File: src/rtl/trace_mgmt_regs.sv
module trace_mgmt_regs #(
  parameter int          ADDR_W     = 4,
  parameter int          CLAIM_W    = 4,
  parameter int          CNT_W      = 8,
  parameter int          BYTES_W    = 2,
  parameter bit          LOCK_EN    = 1'b1,
  parameter logic [31:0] UNLOCK_KEY = 32'h5A17_C0DE,
  parameter logic [31:0] DEV_TYPE   = 32'h0000_0011
) (
  input  logic              clk,
  input  logic              rst_n,
  input  logic [ADDR_W-1:0] bus_addr,
  input  logic              bus_we,
  input  logic [31:0]       bus_wdata,
  input  logic              bus_priv,
  output logic [31:0]       bus_rdata,
  input  logic              trc_valid_i,
  input  logic              trc_flush_rdy_i,
  input  logic [BYTES_W-1:0] trc_bytes_i,
  input  logic              fn_ready_i,
  input  logic              fn_flush_i,
  output logic              trc_ready_o,
  output logic              trc_flush_o,
  output logic              cnt_reload_o
);
  localparam logic [ADDR_W-1:0] A_MODE  = ADDR_W'(0);
  localparam logic [ADDR_W-1:0] A_START = ADDR_W'(1);
  localparam logic [ADDR_W-1:0] A_CAPT  = ADDR_W'(2);
  localparam logic [ADDR_W-1:0] A_OVR   = ADDR_W'(3);
  localparam logic [ADDR_W-1:0] A_CSET  = ADDR_W'(4);
  localparam logic [ADDR_W-1:0] A_CCLR  = ADDR_W'(5);
  localparam logic [ADDR_W-1:0] A_KEY   = ADDR_W'(6);
  localparam logic [ADDR_W-1:0] A_STAT  = ADDR_W'(7);
  localparam logic [ADDR_W-1:0] A_TYPE  = ADDR_W'(8);
  localparam int CAPT_W = BYTES_W + 2;

  logic               integ_q;
  logic [CNT_W-1:0]   start_q, cnt_q;
  logic [1:0]         ovr_q;
  logic [CLAIM_W-1:0] claim_q;
  logic               locked_q;
  logic [CAPT_W-1:0]  capt_q;
  logic               pulse_q;

  wire wr_ok  = bus_we && (!locked_q || bus_priv);
  wire wr_key = bus_we && (bus_addr == A_KEY);

  always_ff @(posedge clk or negedge rst_n) begin
    if (!rst_n) begin
      integ_q  <= 1'b0;
      start_q  <= '1;
      ovr_q    <= '0;
      claim_q  <= '0;
      locked_q <= LOCK_EN;
    end else begin
      if (wr_ok && bus_addr == A_MODE)  integ_q <= bus_wdata[0];
      if (wr_ok && bus_addr == A_START) start_q <= bus_wdata[CNT_W-1:0];
      if (wr_ok && bus_addr == A_OVR)   ovr_q   <= bus_wdata[1:0];
      if (wr_ok && bus_addr == A_CSET)  claim_q <= claim_q | bus_wdata[CLAIM_W-1:0];
      if (wr_ok && bus_addr == A_CCLR)  claim_q <= claim_q & ~bus_wdata[CLAIM_W-1:0];
      if (wr_key) locked_q <= LOCK_EN && (bus_wdata != UNLOCK_KEY);
    end
  end

  always_ff @(posedge clk or negedge rst_n) begin
    if (!rst_n) capt_q <= '0;
    else if (!integ_q) capt_q <= '0;
    else capt_q <= {trc_valid_i ? trc_bytes_i : BYTES_W'(0), trc_flush_rdy_i, trc_valid_i};
  end

  always_ff @(posedge clk or negedge rst_n) begin
    if (!rst_n) begin
      cnt_q   <= '1;
      pulse_q <= 1'b0;
    end else if (cnt_q == '0) begin
      cnt_q   <= start_q;
      pulse_q <= 1'b1;
    end else begin
      cnt_q   <= cnt_q - 1'b1;
      pulse_q <= 1'b0;
    end
  end

  assign cnt_reload_o = pulse_q;
  assign trc_ready_o  = integ_q ? ovr_q[0] : fn_ready_i;
  assign trc_flush_o  = integ_q ? ovr_q[1] : fn_flush_i;

  always_comb begin
    bus_rdata = '0;
    case (bus_addr)
      A_MODE:  bus_rdata[0] = integ_q;
      A_START: bus_rdata[CNT_W-1:0] = start_q;
      A_CAPT:  bus_rdata[CAPT_W-1:0] = capt_q;
      A_OVR:   bus_rdata[1:0] = ovr_q;
      A_CSET:  bus_rdata[CLAIM_W-1:0] = '1;
      A_CCLR:  bus_rdata[CLAIM_W-1:0] = claim_q;
      A_STAT:  bus_rdata[1:0] = {locked_q, LOCK_EN};
      A_TYPE:  bus_rdata = DEV_TYPE;
      default: bus_rdata = '0;
    endcase
  end

  a_r5_locked_start_kept: assert property (@(posedge clk) disable iff (!rst_n)
    (locked_q && !bus_priv && bus_we && bus_addr == A_START) |=> $stable(start_q));
  a_r7_no_lock_never_locked: assert property (@(posedge clk) disable iff (!rst_n)
    !LOCK_EN |-> !locked_q);
  a_r2_r3_claim_only_by_views: assert property (@(posedge clk) disable iff (!rst_n)
    !(bus_we && (bus_addr == A_CSET || bus_addr == A_CCLR)) |=> $stable(claim_q));
  a_r9_bytes_need_valid: assert property (@(posedge clk) disable iff (!rst_n)
    !capt_q[0] |-> capt_q[CAPT_W-1:2] == '0);
  a_r9_capture_idle: assert property (@(posedge clk) disable iff (!rst_n)
    !integ_q |=> capt_q == '0);
  a_r10_single_pulse: assert property (@(posedge clk) disable iff (!rst_n)
    (pulse_q && cnt_q != '0) |=> !pulse_q);
  a_r10_reload_value: assert property (@(posedge clk) disable iff (!rst_n)
    $rose(pulse_q) |-> cnt_q == $past(start_q));
endmodule

File: config.mk
export PLATFORM = sky130hd
export DESIGN_NAME = trace_mgmt_regs
export DESIGN_NICKNAME = d
export VERILOG_FILES = /design/src/rtl/trace_mgmt_regs.sv
export SDC_FILE = /design/constraint.sdc
export NUM_CORES = 1
export LEC_CHECK = 0
export BUFFER_PORTS_ARGS = -buffer_cell sky130_fd_sc_hd__buf_4
export CAP_MARGIN = 20
export CORE_MARGIN = 5
export CORE_UTILIZATION = 33
export CTS_CLUSTER_SIZE = 28
export DETAILED_ROUTE_END_ITERATION = 8
export PLACE_DENSITY = 0.62
export SLEW_MARGIN = 20
export SYNTH_ARGS = -nofsm -noshare
export SYNTH_HDL_FRONTEND = slang
export SYNTH_SLANG_ARGS = --single-unit
File: constraint.sdc
create_clock -name clk -period 2.7 [get_ports clk]
set_input_delay 0.135 -clock clk [delete_from_list [all_inputs] [get_ports clk]]
set_output_delay 0.135 -clock clk [all_outputs]
set_load 0.03 [all_outputs]
Word level (Yosys, flattened, before mapping)
Cells that the tools add are included.
W data, S select, Z words.
Operators by class
  eq/ne operators: 9
  add/subtract/negate cells: 1
  multiplexer cells: 12
  reductions and logical operators: 13
  bitwise operators: 3
Operator list (number)
  $ne A32 B31 Y1 const B: 1
  $eq A4 B3 Y1 const B: 4
  $mux W4: 3
  $pmux W1 S6: 2
  $eq A4 B2 Y1 const B: 2
  $logic_not A8 Y1: 1
  $mux W8: 1
  $pmux W2 S4: 1
  $pmux W4 S2: 1
  $sub A8 B1 Y8 const B: 1
  $logic_and A1 B1 Y1: 7
  $and A4 B4 Y4: 1
  $eq A4 B1 Y1 const B: 1
  $eq A4 B4 Y1 const B: 1
  $logic_not A4 Y1: 1
  $not A4 Y4: 1
  $or A4 B4 Y4: 1
  $mux W1: 3
  $reduce_or A3 Y1: 1
  $mux W2: 1
  $reduce_bool A2 Y1: 1
  $logic_not A1 Y1: 1
  $logic_or A1 B1 Y1: 1
Storage, ports and cells
  register bits after elaboration: 29
  bits of input ports: 46
  logic and storage cells: 46
  output and inout port bits: 35

Depth between registers and ports, before layout
  word-level depth: 6
  gate-level depth with buffers: 7
  mapped depth without buffers: 7

Worst setup path after synthesis
Ideal clock, no wire load.
  path type: register to output
  start point: register locked_q
  end point: output bus_rdata[1]
  slack: 1050 ps
  stages on the path, launching flop included: 5
  required time: 2565 ps
  data arrival time: 1515 ps
  buffers on the path: 0
  path through: dfstp_2 mux2_2 a32oi_1 o21a_1 o21ai_0
On the way
  longest elaborated chain between the ends: 1
Ends and longest elaborated chain
  start: declaration: line 41  | logic locked_q;
  start signal: assignment: line 61  | if (wr_key) locked_q <= LOCK_EN && (bus_wdata != UNLOCK_KEY);
  $pmux W1 S6: line 90  | case (bus_addr)
  end: declaration: line 16  | output logic [31:0] bus_rdata,
No other way between the ends.

Worst setup path in the final report
  start point: register capt_q[0]
  end point: output bus_rdata[0]
On the way
  longest elaborated chain between the ends: 1
Ends and longest elaborated chain
  start: declaration: line 42  | logic [CAPT_W-1:0] capt_q;
  start signal: assignment: line 68  | else capt_q <= {trc_valid_i ? trc_bytes_i : BYTES_W'(0), trc_flush_rdy_i, trc_valid_i};
  $pmux W1 S6: line 90
No other way between the ends.

==> flow_summary.json <==
{
  "critPathRequiredTime_ns": 2.57,
  "maxCapViolCount": 0,
  "report.final.slew_viol_count": 0,
  "dp.cells": 303,
  "crit_fanout": 1,
  "ys.flop_type": "dfstp_2",
  "postCtsSetupRepairBufs": 0,
  "dp_hpwl_um": 3390,
  "synth-seq-cells": 29,
  "synthToLayoutAreaGrowth_pct": 28.5,
  "path_buf_inv": 1,
  "postSynthCellCount": 181,
  "initial_core_util_pct": 33.4,
  "drt-total-wl_um": 4260,
  "clockBufferDepth": 2,
  "seqPwrFrac_pct": 43.9,
  "cts_sinks": 29,
  "max_freq_mhz": 561,
  "grt_use_total_pct": 11.8,
  "yosysSeqAreaShare_pct": 41.1,
  "pwr-share-comb_pct": 29.6,
  "async_flop_share_pct": 100,
  "p_int_w": 0.00118,
  "hold_path.class": "primary input to flop",
  "wl_per_cell_um": 13.6,
  "ff_latch_area_um2": 747,
  "hold_start": "trc_flush_rdy_i",
  "ant_nets": 0,
  "r2r-end": "cnt_q[7]$_DFF_PN1_",
  "multi_input_comb_area_um2": 920,
  "clkTransAtPathRegs_ns": 0.06,
  "cp_slowest_stage_delay_ns": 0.43,
  "antenna_found_initial": 0,
  "crit_slowest_cell": "or3b_2",
  "grt_setup_unrepaired": "false",
  "ys_top_cells_by_area": "dfstp_2, dfrtp_1, buf_4",
  "clkPwrFrac_pct": 26.4,
  "final_util_pct": 43.0,
  "synth_top_area_share_pct": 24.6,
  "via_per_inst": 4.76,
  "worst_pin_slew_ns": 0.529,
  "p_leak_nw": 1.08,
  "p_sw_share_pct": 31.5,
  "numCtsBuffers": 5,
  "run_status": "completed",
  "fillerInstances": 552,
  "synth_edf_count": 0,
  "tritoncts": "done",
  "drive_gt1_share_pct": 41.3,
  "finalNonFillerCells": 312,
  "coreArea_um2": 5440,
  "rr_startpoint": "cnt_q[0]$_DFF_PN1_",
  "ff2ff_path_depth": 6,
  "gp_congestion": 0.768,
  "die_h_um": 84.3,
  "finalPower_w": 0.00172,
  "fin_crit_ns": 1.78,
  "grt_pass1_wl_um": 6600,
  "period_share_pct": 66.0,
  "num_rows": 27,
  "max_slew_margin_pct": 64.7,
  "place_area_um2": 2210,
  "path_class": "flop to output port",
  "overflow": 0,
  "clk_latency_ns": 0.27,
  "final_nets": 287,
  "power.switching_w": 0.000541,
  "fin_skew_ns": 0.00319,
  "drc": 0,
  "powerDensity_nw_per_um2": 734,
  "cts_root_buf": "clkbuf_8",
  "die_x_um": 84.3,
  "cts_htree_levels": 2,
  "die_area_um2": 7100,
  "final.setup.tns_ns": 0,
  "min_path_cells": 2,
  "grt_pass1_vias": 1446,
  "synth_area_um2": 1820,
  "critPathArrivalTime_ns": 1.65,
  "diodes": 0,
  "drt_iter0_drc": 134,
  "path_delay_family": "compound AO/OA/AOI/OAI gates",
  "finalHoldViolCount": 0,
  "cp_cell_sequence": "or3b_2 > a21boi_0 > a2111oi_0 > a21oi_1 > buf_4",
  "ys_types": 46,
  "pin_count": 81,
  "hold_path_end": "capt_q[1]$_DFF_PN0_",
  "grt_max_degree": 30,
  "yosysTopAreaCell": "dfstp_2",
  "dr.pass1.iters": 4,
  "io_buffers": 56,
  "setup_viol": 0,
  "design_area_um2": 2340,
  "via_count": 1486,
  "ir_worst_vdd_uv": 257,
  "r2r_setup_slack_ns": 1.02,
  "critPathCaptureType": "output port",
  "setup.worst_path.start_class": "flop",
  "avgSynthCellArea_um2": 10.1,
  "yosysWarnings": 0
}
## power by group through the flow
| stage | registers [W] | clock network (W) | logic, W |
|---|---|---|---|
| after global placement | 0.000758 | 0 | 0.000499 |
| final | 0.000754 | 0.000454 | 0.000509 |
| after global routing | 0.000775 | 0.000492 | 0.000566 |
| after detailed placement | 0.000761 | 0 | 0.000509 |
| after floorplan | 0.000719 | 0 | 0.000398 |
| after CTS | 0.000755 | 0.000468 | 0.000513 |
## routing by layer
| layer | part of all wire [%] | routed length (um) | track usage [%] | vias up |
|---|---|---|---|---|
| met5 | 0 | 0 | 0 | - |
| met1 | 42 | 1770 | 14.2 | 714 |
| met3 | 7.8 | 331 | 4.32 | 2 |
| met4 | 0.89 | 38 | 4.39 | 0 |
| met2 | 50 | 2110 | 19.2 | 67 |
| li1 | - | - | - | 703 |
## worst reg2reg max path: stages (launching register included)
cell and delay, ns:
dfstp_2 0.59, inv_1 0.08, ha_1 0.22, nor3_1 0.19
a21oi_1 0.06, or4_1 0.40, nand2_1 0.08
## cells by family after synthesis
| family | after synthesis | share of synthesized area (%) |
|---|---|---|
| flops | 29 | 41.1 |
| xor+xnor | 4 | 1.93 |
| mux | 20 | 12.0 |
| simple gates | 61 | 20.9 |
| other cells | 1 | 0.206 |
| buf+inv | 37 | 13.1 |
| fa+ha+maj | 2 | 1.38 |
| compound gates | 27 | 9.42 |
## cell type report
class | count | share of cell area (%)
Sequential cell | 29 | 31.9
Tap cell | 72 | 3.85
Clock buffer | 7 | 3.69
Clock inverter | 1 | 1.28
Timing Repair Buffer | 57 | 18.4
Multi-Input combinational cell | 138 | 39.3
Inverter | 8 | 1.50
## layout by cell type (no fill, tap or decap), types with 2 or more instances in the layout
| cell | n |
|---|---|
| nor3b_1 | 2 |
| nor2b_1 | 4 |
| mux2_2 | 14 |
| a22oi_1 | 2 |
| o21ai_0 | 7 |
| mux2i_1 | 6 |
| nand4_1 | 2 |
| nor3_1 | 6 |
| nor4_1 | 2 |
| nand2b_1 | 2 |
| conb_1 | 24 |
| ha_1 | 2 |
| xnor2_1 | 3 |
| nand4b_1 | 2 |
| and3_1 | 2 |
| dfrtp_1 | 12 |
| clkbuf_8 | 6 |
| a21oi_1 | 8 |
| nor2_1 | 7 |
| nor4bb_1 | 4 |
| o22a_1 | 2 |
| dfstp_2 | 17 |
| inv_1 | 7 |
| nand2_1 | 14 |
| and2_1 | 5 |
| buf_4 | 56 |
## repair_timing
| action | 4_1_cts | 5_1_grt |
|---|---|---|
| hold endpoints to repair | 12 | 0 |
| hold buffers | 1 | 0 |
| gates resized for setup | 0 | 0 |
## synth_stat cells, drive strengths merged, types with 3 or more instances
cell type  count
dfrtp         12
inv            7
nor2b          4
and2           5
o21ai          7
nand2         14
dfstp         17
nor2           7
a21oi          8
nor3           6
mux2i          6
mux2          14
xnor2          3
buf           28
nor4bb         4
## per-stage QoR
stage,hold slack [ns],setup slack [ns]
6_report,0.0735,0.918
5_1_grt,0.0576,0.822
4_1_cts,0.0618,0.874
3_5_place_dp,0.0796,1.05
3_3_place_gp,0.0814,1.07
2_1_floorplan,-0.161,1.05
## worst max path at each step
stage	cells after the start	startpoint	end	slack, ns
6_report	5	capt_q[0]$_DFF_PN0_	bus_rdata[0]	0.92
5_1_grt	5	capt_q[0]$_DFF_PN0_	bus_rdata[0]	0.82
4_1_cts	5	capt_q[0]$_DFF_PN0_	bus_rdata[0]	0.87
3_5_place_dp	6	cnt_q[0]$_DFF_PN1_	cnt_q[7]$_DFF_PN1_	1.05
3_3_place_gp	5	bus_addr[2]	flop	1.07
2_1_floorplan	4	locked_q$_DFFE_PN1P_	bus_rdata[1]	1.05
Note: power is estimated with default switching activity, not from simulation.
